File: src/rtl/txdesc_pkg.sv
package txdesc_pkg;
  localparam int unsigned ADDR_W  = 32;
  localparam int unsigned DATA_W  = 32;
  localparam int unsigned LEN_W   = 16;
  localparam int unsigned LANES   = DATA_W / 8;
  localparam int unsigned LANE_W  = $clog2(LANES);
  localparam int unsigned DESC_WORDS = 4;
  localparam int unsigned FLAG_OFS   = (DESC_WORDS - 1) * (DATA_W / 8);

  localparam int unsigned FL_SOP = 31;
  localparam int unsigned FL_EOP = 30;
  localparam int unsigned FL_OWN = 29;
  localparam int unsigned FL_EOQ = 28;

  typedef enum logic [1:0] {
    ERR_NONE        = 2'd0,
    ERR_SOP_UNOWNED = 2'd1,
    ERR_HEAD_BUSY   = 2'd2,
    ERR_HEAD_ALIGN  = 2'd3
  } err_e;

  typedef enum logic [3:0] {
    ST_IDLE, ST_FETCH, ST_FCAP, ST_CHECK, ST_BREQ, ST_BCAP,
    ST_DDONE, ST_WR_EOQ, ST_WR_OWN, ST_ZERO, ST_CMPL
  } walk_st_e;
endpackage

File: src/rtl/txdesc_head_reg.sv
module txdesc_head_reg
  import txdesc_pkg::*;
(
  input  logic              clk_i,
  input  logic              rst_ni,
  input  logic              we_i,
  input  logic [ADDR_W-1:0] wdata_i,
  input  logic              clr_i,
  input  logic              own_err_i,
  output logic [ADDR_W-1:0] head_o,
  output err_e              err_o
);
  logic [ADDR_W-1:0] head_q;
  err_e              err_q;

  always_ff @(posedge clk_i or negedge rst_ni) begin
    if (!rst_ni) begin
      head_q <= '0;
      err_q  <= ERR_NONE;
    end else begin
      if (clr_i)     head_q <= '0;
      if (own_err_i) err_q  <= ERR_SOP_UNOWNED;
      // host rejection overrides engine error in the same cycle
      if (we_i) begin
        if (head_q != '0)            err_q <= ERR_HEAD_BUSY;
        else if (wdata_i[1:0] != 2'b00) err_q <= ERR_HEAD_ALIGN;
        else if (wdata_i != '0) begin
          head_q <= wdata_i;
          err_q  <= ERR_NONE;
        end
      end
    end
  end

  assign head_o = head_q;
  assign err_o  = err_q;
endmodule

File: src/rtl/txdesc_byte_lane.sv
module txdesc_byte_lane
  import txdesc_pkg::*;
(
  input  logic              clk_i,
  input  logic              rst_ni,
  input  logic              ld_i,
  input  logic [DATA_W-1:0] word_i,
  input  logic [LANE_W-1:0] lane_i,
  input  logic              sop_i,
  input  logic              eop_i,
  output logic              valid_o,
  output logic [7:0]        data_o,
  output logic              sop_o,
  output logic              eop_o
);
  logic [7:0] lanes [LANES];

  for (genvar g = 0; g < LANES; g++) begin : g_lane
    assign lanes[g] = word_i[8*g +: 8];
  end

  always_ff @(posedge clk_i or negedge rst_ni) begin
    if (!rst_ni) begin
      valid_o <= 1'b0;
      data_o  <= '0;
      sop_o   <= 1'b0;
      eop_o   <= 1'b0;
    end else begin
      valid_o <= ld_i;
      sop_o   <= ld_i & sop_i;
      eop_o   <= ld_i & eop_i;
      if (ld_i) data_o <= lanes[lane_i];
    end
  end
endmodule

File: src/rtl/txdesc_walker.sv
module txdesc_walker
  import txdesc_pkg::*;
(
  input  logic              clk_i,
  input  logic              rst_ni,
  input  logic [ADDR_W-1:0] head_i,
  output logic              head_clr_o,
  output logic              own_err_o,
  output logic              mem_req_o,
  output logic              mem_we_o,
  output logic [ADDR_W-1:0] mem_addr_o,
  output logic [DATA_W-1:0] mem_wdata_o,
  input  logic [DATA_W-1:0] mem_rdata_i,
  output logic              byte_ld_o,
  output logic [LANE_W-1:0] byte_lane_o,
  output logic              byte_sop_o,
  output logic              byte_eop_o,
  output logic              cmpl_we_o,
  output logic [ADDR_W-1:0] cmpl_ptr_o
);
  localparam int unsigned IDX_W = $clog2(DESC_WORDS);

  walk_st_e          st_q;
  logic [IDX_W-1:0]  widx_q;
  logic [DATA_W-1:0] dw_q [DESC_WORDS];
  logic [ADDR_W-1:0] cur_q, sop_addr_q, baddr_q;
  logic [DATA_W-1:0] sop_flags_q;
  logic [LEN_W-1:0]  rem_q;
  logic              first_q, first_byte_q, end_q;

  logic [ADDR_W-1:0] nxt;
  logic [LEN_W-1:0]  d_len, d_off;
  logic [DATA_W-1:0] d_flags;
  assign nxt     = dw_q[0];
  assign d_off   = dw_q[2][DATA_W-1 -: LEN_W];
  assign d_len   = dw_q[2][LEN_W-1:0];
  assign d_flags = dw_q[3];

  logic [DATA_W-1:0] eoq_bit, own_bit;
  assign eoq_bit = DATA_W'(1) << FL_EOQ;
  assign own_bit = DATA_W'(1) << FL_OWN;

  always_comb begin
    mem_req_o   = 1'b0;
    mem_we_o    = 1'b0;
    mem_addr_o  = '0;
    mem_wdata_o = '0;
    head_clr_o  = 1'b0;
    own_err_o   = 1'b0;
    byte_ld_o   = 1'b0;
    byte_lane_o = baddr_q[LANE_W-1:0];
    byte_sop_o  = first_byte_q;
    byte_eop_o  = d_flags[FL_EOP] && (rem_q == LEN_W'(1));
    unique case (st_q)
      ST_FETCH: begin
        mem_req_o  = 1'b1;
        mem_addr_o = cur_q + ADDR_W'({widx_q, 2'b00});
      end
      ST_CHECK: if (first_q && !d_flags[FL_OWN]) begin
        own_err_o  = 1'b1;
        head_clr_o = 1'b1;
      end
      ST_BREQ: begin
        mem_req_o  = 1'b1;
        mem_addr_o = {baddr_q[ADDR_W-1:LANE_W], LANE_W'(0)};
      end
      ST_BCAP: byte_ld_o = 1'b1;
      ST_WR_EOQ: begin
        mem_req_o   = 1'b1;
        mem_we_o    = 1'b1;
        mem_addr_o  = cur_q + ADDR_W'(FLAG_OFS);
        mem_wdata_o = d_flags | eoq_bit;
      end
      ST_WR_OWN: begin
        mem_req_o   = 1'b1;
        mem_we_o    = 1'b1;
        mem_addr_o  = sop_addr_q + ADDR_W'(FLAG_OFS);
        // keep EOQ when start and end descriptor coincide
        mem_wdata_o = (sop_flags_q & ~own_bit)
                    | ((end_q && sop_addr_q == cur_q) ? eoq_bit : '0);
      end
      ST_ZERO: head_clr_o = 1'b1;
      default: ;
    endcase
  end

  always_ff @(posedge clk_i or negedge rst_ni) begin
    if (!rst_ni) begin
      st_q         <= ST_IDLE;
      widx_q       <= '0;
      for (int i = 0; i < DESC_WORDS; i++) dw_q[i] <= '0;
      cur_q        <= '0;
      sop_addr_q   <= '0;
      sop_flags_q  <= '0;
      baddr_q      <= '0;
      rem_q        <= '0;
      first_q      <= 1'b0;
      first_byte_q <= 1'b0;
      end_q        <= 1'b0;
      cmpl_we_o    <= 1'b0;
      cmpl_ptr_o   <= '0;
    end else begin
      cmpl_we_o <= 1'b0;
      unique case (st_q)
        ST_IDLE: if (head_i != '0) begin
          cur_q        <= head_i;
          first_q      <= 1'b1;
          first_byte_q <= 1'b1;
          widx_q       <= '0;
          st_q         <= ST_FETCH;
        end
        ST_FETCH: st_q <= ST_FCAP;
        ST_FCAP: begin
          dw_q[widx_q] <= mem_rdata_i;
          if (widx_q == IDX_W'(DESC_WORDS - 1)) st_q <= ST_CHECK;
          else begin
            widx_q <= widx_q + 1'b1;
            st_q   <= ST_FETCH;
          end
        end
        ST_CHECK: begin
          if (first_q && !d_flags[FL_OWN]) st_q <= ST_IDLE;
          else begin
            if (first_q) begin
              sop_addr_q  <= cur_q;
              sop_flags_q <= d_flags;
            end
            baddr_q <= dw_q[1] + (d_flags[FL_SOP] ? ADDR_W'(d_off) : '0);
            rem_q   <= d_len;
            st_q    <= (d_len == '0) ? ST_DDONE : ST_BREQ;
          end
        end
        ST_BREQ: st_q <= ST_BCAP;
        ST_BCAP: begin
          first_byte_q <= 1'b0;
          baddr_q      <= baddr_q + 1'b1;
          rem_q        <= rem_q - 1'b1;
          st_q         <= (rem_q == LEN_W'(1)) ? ST_DDONE : ST_BREQ;
        end
        ST_DDONE: begin
          end_q <= (nxt == '0);
          if (d_flags[FL_EOP] || nxt == '0)
            st_q <= (nxt == '0) ? ST_WR_EOQ : ST_WR_OWN;
          else begin
            cur_q   <= nxt;
            first_q <= 1'b0;
            widx_q  <= '0;
            st_q    <= ST_FETCH;
          end
        end
        ST_WR_EOQ: st_q <= ST_WR_OWN;
        ST_WR_OWN: st_q <= end_q ? ST_ZERO : ST_CMPL;
        ST_ZERO:   st_q <= ST_CMPL;
        ST_CMPL: begin
          cmpl_we_o  <= 1'b1;
          cmpl_ptr_o <= cur_q;
          if (end_q) st_q <= ST_IDLE;
          else begin
            cur_q        <= nxt;
            first_q      <= 1'b1;
            first_byte_q <= 1'b1;
            widx_q       <= '0;
            st_q         <= ST_FETCH;
          end
        end
        default: st_q <= ST_IDLE;
      endcase
    end
  end
endmodule

File: src/rtl/txdesc_dma.sv
module txdesc_dma
  import txdesc_pkg::*;
(
  input  logic              clk_i,
  input  logic              rst_ni,
  input  logic              hdp_we_i,
  input  logic [ADDR_W-1:0] hdp_wdata_i,
  output logic [ADDR_W-1:0] hdp_o,
  output logic              mem_req_o,
  output logic              mem_we_o,
  output logic [ADDR_W-1:0] mem_addr_o,
  output logic [DATA_W-1:0] mem_wdata_o,
  input  logic [DATA_W-1:0] mem_rdata_i,
  output logic              tx_valid_o,
  output logic [7:0]        tx_data_o,
  output logic              tx_sop_o,
  output logic              tx_eop_o,
  output logic              cmpl_we_o,
  output logic [ADDR_W-1:0] cmpl_ptr_o,
  output logic [1:0]        err_code_o
);
  logic              head_clr, own_err;
  logic              byte_ld, byte_sop, byte_eop;
  logic [LANE_W-1:0] byte_lane;
  err_e              err;

  txdesc_head_reg i_head (
    .clk_i, .rst_ni,
    .we_i      (hdp_we_i),
    .wdata_i   (hdp_wdata_i),
    .clr_i     (head_clr),
    .own_err_i (own_err),
    .head_o    (hdp_o),
    .err_o     (err)
  );

  txdesc_walker i_walk (
    .clk_i, .rst_ni,
    .head_i      (hdp_o),
    .head_clr_o  (head_clr),
    .own_err_o   (own_err),
    .mem_req_o, .mem_we_o, .mem_addr_o, .mem_wdata_o, .mem_rdata_i,
    .byte_ld_o   (byte_ld),
    .byte_lane_o (byte_lane),
    .byte_sop_o  (byte_sop),
    .byte_eop_o  (byte_eop),
    .cmpl_we_o, .cmpl_ptr_o
  );

  txdesc_byte_lane i_lane (
    .clk_i, .rst_ni,
    .ld_i    (byte_ld),
    .word_i  (mem_rdata_i),
    .lane_i  (byte_lane),
    .sop_i   (byte_sop),
    .eop_i   (byte_eop),
    .valid_o (tx_valid_o),
    .data_o  (tx_data_o),
    .sop_o   (tx_sop_o),
    .eop_o   (tx_eop_o)
  );

  assign err_code_o = err;
endmodule

File: config.mk
export PLATFORM = sky130hd
export DESIGN_NAME = txdesc_dma
export DESIGN_NICKNAME = d
export VERILOG_FILES = /design/src/rtl/txdesc_pkg.sv /design/src/rtl/txdesc_head_reg.sv /design/src/rtl/txdesc_byte_lane.sv /design/src/rtl/txdesc_walker.sv /design/src/rtl/txdesc_dma.sv
export SDC_FILE = /design/constraint.sdc
export NUM_CORES = 1
export LEC_CHECK = 0
export BUFFER_PORTS_ARGS = -buffer_cell sky130_fd_sc_hd__buf_4
export CORE_ASPECT_RATIO = 2
export CORE_MARGIN = 2
export CORE_UTILIZATION = 54
export DETAILED_ROUTE_END_ITERATION = 8
export GPL_TIMING_DRIVEN = 0
export PLACE_DENSITY = 0.86
export SYNTH_ARGS = -nofsm -noshare
export SYNTH_HDL_FRONTEND = slang
export SYNTH_HIERARCHICAL = 1
export SYNTH_SLANG_ARGS = --single-unit
File: constraint.sdc
create_clock -name clk_i -period 3.9 [get_ports clk_i]
set_clock_uncertainty 0.2 [all_clocks]
set_input_delay 0.39 -clock clk_i [delete_from_list [all_inputs] [get_ports clk_i]]
set_output_delay 0.39 -clock clk_i [all_outputs]
set_load 0.03 [all_outputs]
; ---- After elaboration in Yosys (flattened, before gate mapping)
; Index checks and enable logic that the tools add are counted.
[word_totals]
ff_bits = 359
output_inout_bits = 144
word_cells = 134
[op_classes]
n_addsub = 7
n_lt_le_gt_ge = 3
n_eq_ne = 18
n_mux = 55
n_bitwise = 6
reduce_logical = 23
[op_table]
columns = operator, n
row1 = 32-bit two-way mux, 10
row2 = 128-bit bitwise mux, 1
row3 = 32-bit one-hot mux with 2 select lines, 2
row4 = 32-bit one-hot mux with 4 select lines, 1
row5 = 32-bit one-hot mux with 3 select lines, 1
row6 = "32-bit by 4-bit adder with 32-bit output, second input constant", 2
row7 = 32-bit demux with 2-bit select, 1
row8 = 32-bit nonzero test, 2
row9 = 4-bit one-hot mux with 11 select lines, 1
row10 = "32-bit by 1-bit adder with 32-bit output, second input constant", 1
row11 = 32-bit adder, 1
row12 = 32-bit by 4-bit adder with 32-bit output, 1
row13 = 32-bit == test, 1
row14 = 32-bit zero test, 1
row15 = 16-bit two-way mux, 2
row16 = 32-bit bitwise OR, 1
row17 = 16-bit one-hot mux with 2 select lines, 1
row18 = 29-bit two-way mux, 1
row19 = 2-bit two-way mux, 13
row20 = 8-bit binary-select mux with 2-bit select, 1
row21 = "16-bit by 1-bit == test with 1-bit output, second input constant", 1
row22 = "4-bit by 3-bit == test with 1-bit output, second input constant", 4
row23 = 16-bit zero test, 1
row24 = 4-bit two-way mux, 4
row25 = other kinds (30), 57

; ---- Logic depth before layout (Yosys ltp)
[depth]
depth_word = 9
ltp_mapped = 14
mapped_depth_nobuf = 10

; ---- Hierarchy
; Netlist, hierarchy kept.
[modules_own_cells]
columns = module, instances, cells_each, area_per_inst_um2, seq_area_each_um2
row1 = txdesc_walker, 1, 1671, 17494.3, 7832.5
row2 = txdesc_head_reg, 1, 139, 1644.1, 850.8
row3 = txdesc_byte_lane, 1, 51, 616.8, 275.3

; ---- Worst setup path before layout
; OpenSTA, ideal clock, no wires.
[synth_path]
kind = register to output
start = register i_walk.st_q[0]
end = output mem_addr_o[22]
arrival_ns = 3.712
path_slack_ns = -0.402
path_stages_with_launch = 13
n_path_buf = 5
cell_sequence = dfrtp_1 > buf_4 > nor4b_4 > buf_2 > buf_2 > clkbuf_1 > buf_2 > mux2i_1 > ha_1 > a21oi_1 > nor3b_1 > a221oi_1 > o221ai_1
[synth_between]
elab_chain_len = 2
elab_cells_between_ends = 5
[synth_lines]
columns = item, line
row1 = start: declaration, txdesc_walker.sv:23  ; walk_st_e st_q;
row2 = start signal: assignment, txdesc_walker.sv:130  ; st_q <= (d_len == '0) ? ST_DDONE : ST_BREQ;
row3 = start signal: assignment, txdesc_walker.sv:138  ; st_q <= (rem_q == LEN_W'(1)) ? ST_DDONE : ST_BREQ;
row4 = start signal: assignment, txdesc_walker.sv:143  ; st_q <= (nxt == '0) ? ST_WR_EOQ : ST_WR_OWN;
row5 = 4-bit == test (tied with other cells), txdesc_walker.sv:54  ; unique case (st_q)
row6 = 32-bit one-hot mux with 4 select lines (*), txdesc_walker.sv:54
row7 = end: declaration, txdesc_dma.sv:11  ; output logic [ADDR_W-1:0] mem_addr_o,
; Mark *: on every way between the ends. The rest lies on a longest branch, timed or not.

; ---- Worst setup path in the final report
[layout_path]
start = register i_walk.st_q[0]
end = output mem_addr_o[26]
; The elaborated chain is that of the path after synthesis.

==> metrics.yaml <==
routing:
  drt_first_pass_iters: 7
  drcViolationCount: 0
  totalWireLength_mm: 75.0
  via_per_inst: 6.68
  vias: 17800
  wl_per_cell_um: 28.1
  detail_route.iter0.violations: 1573
  postRouteAntennaNets: 0
floorplan:
  ios: 211
  die_w_um: 139
  row_count: 99
  die-area_mm2: 0.0382
  die_h_um: 274
  initial_core_util_pct: 54.4
  placeableCoreArea_mm2: 0.0363
worst_setup_path:
  required_ns: 3.31
  worstSetupStartpointType: "flop"
  cp-end-kind: "primary output"
  crit_chain: "buf_6 -> or4b_4 -> buf_12 -> clkbuf_16 -> mux2i_4 -> ha_4 -> a21oi_4 -> buf_6 -> nand2b_4 -> a211oi_4 -> xnor2_1 -> o221ai_2 -> buf_6"
  reg2regPathDepth: 11
  cp_slowest_cell: "or4b_4"
  r2r_slack_ns: 0.16
  path_common_cell: "buf_6"
  path_max_fanout: 6
  path_class: "reg2out"
  cpPeakStageDelay_ns: 0.56
  worstPathArrival_ns: 3.62
hold_path:
  holdPathStages: 2
  hold_path_class: "in2reg"
clock_tree:
  clock_path_buffers: 3
  cts_root_buf: "clkbuf_16"
  clk_pin_slew_ns: 0.07
  cts_sinks: 358
  cts_tree: "done"
  clkLatencyLatePin_ns: 0.54
  h-tree-depth: 2
  cts_made_buffers: 34
timing:
  fin_crit_ns: 4.21
  tightestPinTransition_ns: 1.23
  fmax_mhz: 238
  fin_ws_ns: -0.309
  period_share_pct: 108
  final.setup.tns_ns: -2.67
  relSlewSlack_pct: 17.4
  finalHoldViolCount: 0
  slew_viol_final: 0
  grt_setup_unrepaired: "yes"
  setup_viol: 13
power_and_ir_drop:
  p_leak_nw: 10.8
  ir_drop_mv: 0.536
  power_w: 0.0225
  pwr_density_cell_mw_per_mm2: 918
place:
  portBuffers: 210
  place.gp.congestion: 1.04
  dp_cells: 2528
  dp_hpwl_mm: 55.3
  dp_slack_ns: -1.48
yosys:
  yosys-top-cells-area: "dfrtp_1, mux2_2, mux2i_1, xnor2_1, xor2_1"
  yosysTopAreaCellShare_pct: 45.3
  synth_seq_cells: 358
  postSynthCellCount: 1861
  synth_edf_count: 0
  synth.distinct_cells: 80
  yosysWarnings: 6
  syn_nets: 1956
  synth_top_area_cell: "dfrtp_1"
  ys.flop_type: "dfrtp_1"
  async_reset_ff_share_pct: 100
  synth.cell_area_mm2: 0.0198
  synth_seq_area_share_pct: 45.3
  synth_area_per_cell_um2: 10.6
final_layout:
  num-fill-cells: 2700
  final_nets: 2283
  drive_above_1_share_pct: 27.9
  synthToLayoutAreaGrowth_pct: 23.8
  post_layout_nonfiller_instances: 2669
global_routing:
  grt_overflow: 0
  antenna_found_initial: 1
  grt_max_degree: 129
  first_global_vias: 18400
  grt_pass1_wl_mm: 111
  grt_usage_pct: 38.5
run:
  maxCapViolCount: 0
run_status:
  violations: "setup timing"
  status: "finished with violations"
## layer usage
metal | up-vias | track usage [%] | wire length (um)
li1 | 7560 | - | -
met1 | 8721 | 38.4 | 23700
met2 | 1112 | 68.0 | 38000
met3 | 442 | 5.66 | 4710
met4 | 0 | 35.7 | 8570
met5 | - | 0 | 0
## synthesized netlist by cell type (32+ instances only)
master	count
nor2b_1	35
o21ai_0	60
clkbuf_1	85
mux2_2	226
a21oi_1	84
xor2_1	51
nand3_1	56
mux2i_1	68
a41o_1	32
a22o_1	33
xnor2_1	66
nor2_1	111
nor3_1	33
nand4_1	37
dfrtp_1	358
nand2_1	101
nor4_1	46
## worst max-delay path: cells and delay by family, from the launching register on
family	cells	cell delay, ns
compound gates	3	0.73
flops	1	0.38
buf+inv	5	0.73
mux	1	0.19
xor+xnor	1	0.13
simple gates	2	0.65
fa+ha+maj	1	0.25
## report_power, final
part	total [W]	internal [W]	switching, W	leakage [nW]
Combinational	0.0113	0.00469	0.00661	5.92
Sequential	0.00763	0.00547	0.00216	4.34
Clock	0.00353	0.00201	0.00152	0.577
Total	0.0225	0.0122	0.0103	10.8
## placed cells by master, fill, tap and decap left out, drive strengths merged, types with 32 or more instances in the layout
cell           n
nor3          34
nor4          47
a41o          32
mux2i         68
nand4         37
dfrtp        358
nand3         57
a22o          33
mux2         226
xnor2         66
dlygate4sd3   62
o21ai         62
clkbuf       123
nand2        101
xor2          51
nor2b         35
a21oi         85
nor2         112
buf          293
## final cells by class
cell class | instances | area, um^2 | share of cell area (%)
timing repair buffer | 304 | 2550 | 10.4
multi-input combinational | 1339 | 10400 | 42.6
buffer | 127 | 678 | 2.77
inverter | 24 | 90.1 | 0.368
clock inverter | 15 | 239 | 0.977
antenna | 1 | 2.50 | 0.0102
sequential | 358 | 8960 | 36.7
tap | 454 | 568 | 2.32
clock buffer | 47 | 950 | 3.88
## final timing paths
check,to,from
min in group asynchronous,i_walk/rem_q[12],rst_ni
min reg2reg,i_walk/d_off[3],i_walk/d_off[3]
max,mem_addr_o[26],i_walk/st_q[0]
min,i_walk/nxt[12],mem_rdata_i[12]
max in group asynchronous,i_walk/sop_flags_q[20],rst_ni
max reg2reg,i_walk/baddr_q[21],i_walk/d_flags[31]
## state kept, by name (all words and copies together), names as in the netlist, 4 cells and up
register            count
i_walk/sop_addr_q      32
i_walk/dw_q            32
i_walk/sop_flags_q     31
i_walk/baddr_q         32
i_walk/cur_q           32
i_walk/d_off           16
i_walk/cmpl_ptr_o      32
i_walk/d_flags         32
i_walk/nxt             32
i_walk/st_q             4
i_walk/rem_q           16
i_lane/data_o           8
i_head/head_o          32
i_walk/d_len           16
## per-stage QoR
| step | hold slack [ns] | cell area, um^2 | utilization [%] |
|---|---|---|---|
| global route | 0.00704 | 24500 | 67.4 |
| global placement | 0.282 | 22000 | 60.5 |
| finish | 0.0274 | 24500 | 67.4 |
| detailed placement | 0.291 | 22100 | 60.8 |
| CTS | 0.00226 | 24300 | 66.9 |
| floorplan | -0.106 | 19800 | - |
## cells by family after synthesis
| kind of cell | Yosys count | synth area share [%] |
|---|---|---|
| buf+inv | 164 | 3.67 |
| flops | 358 | 45.3 |
| fa+ha+maj | 28 | 1.85 |
| mux | 294 | 16.3 |
| xor+xnor | 117 | 5.19 |
| compound gates | 382 | 13.9 |
| simple gates | 518 | 13.7 |
## timing repair
action,4_1_cts,5_1_grt
hold buffers,62,0
setup buffers,20,10
pin swaps,16,19
hold endpoints to repair,236,0
resized for setup,72,28
setup endpoints to repair,64,25
(Power assumes the default switching activity.)
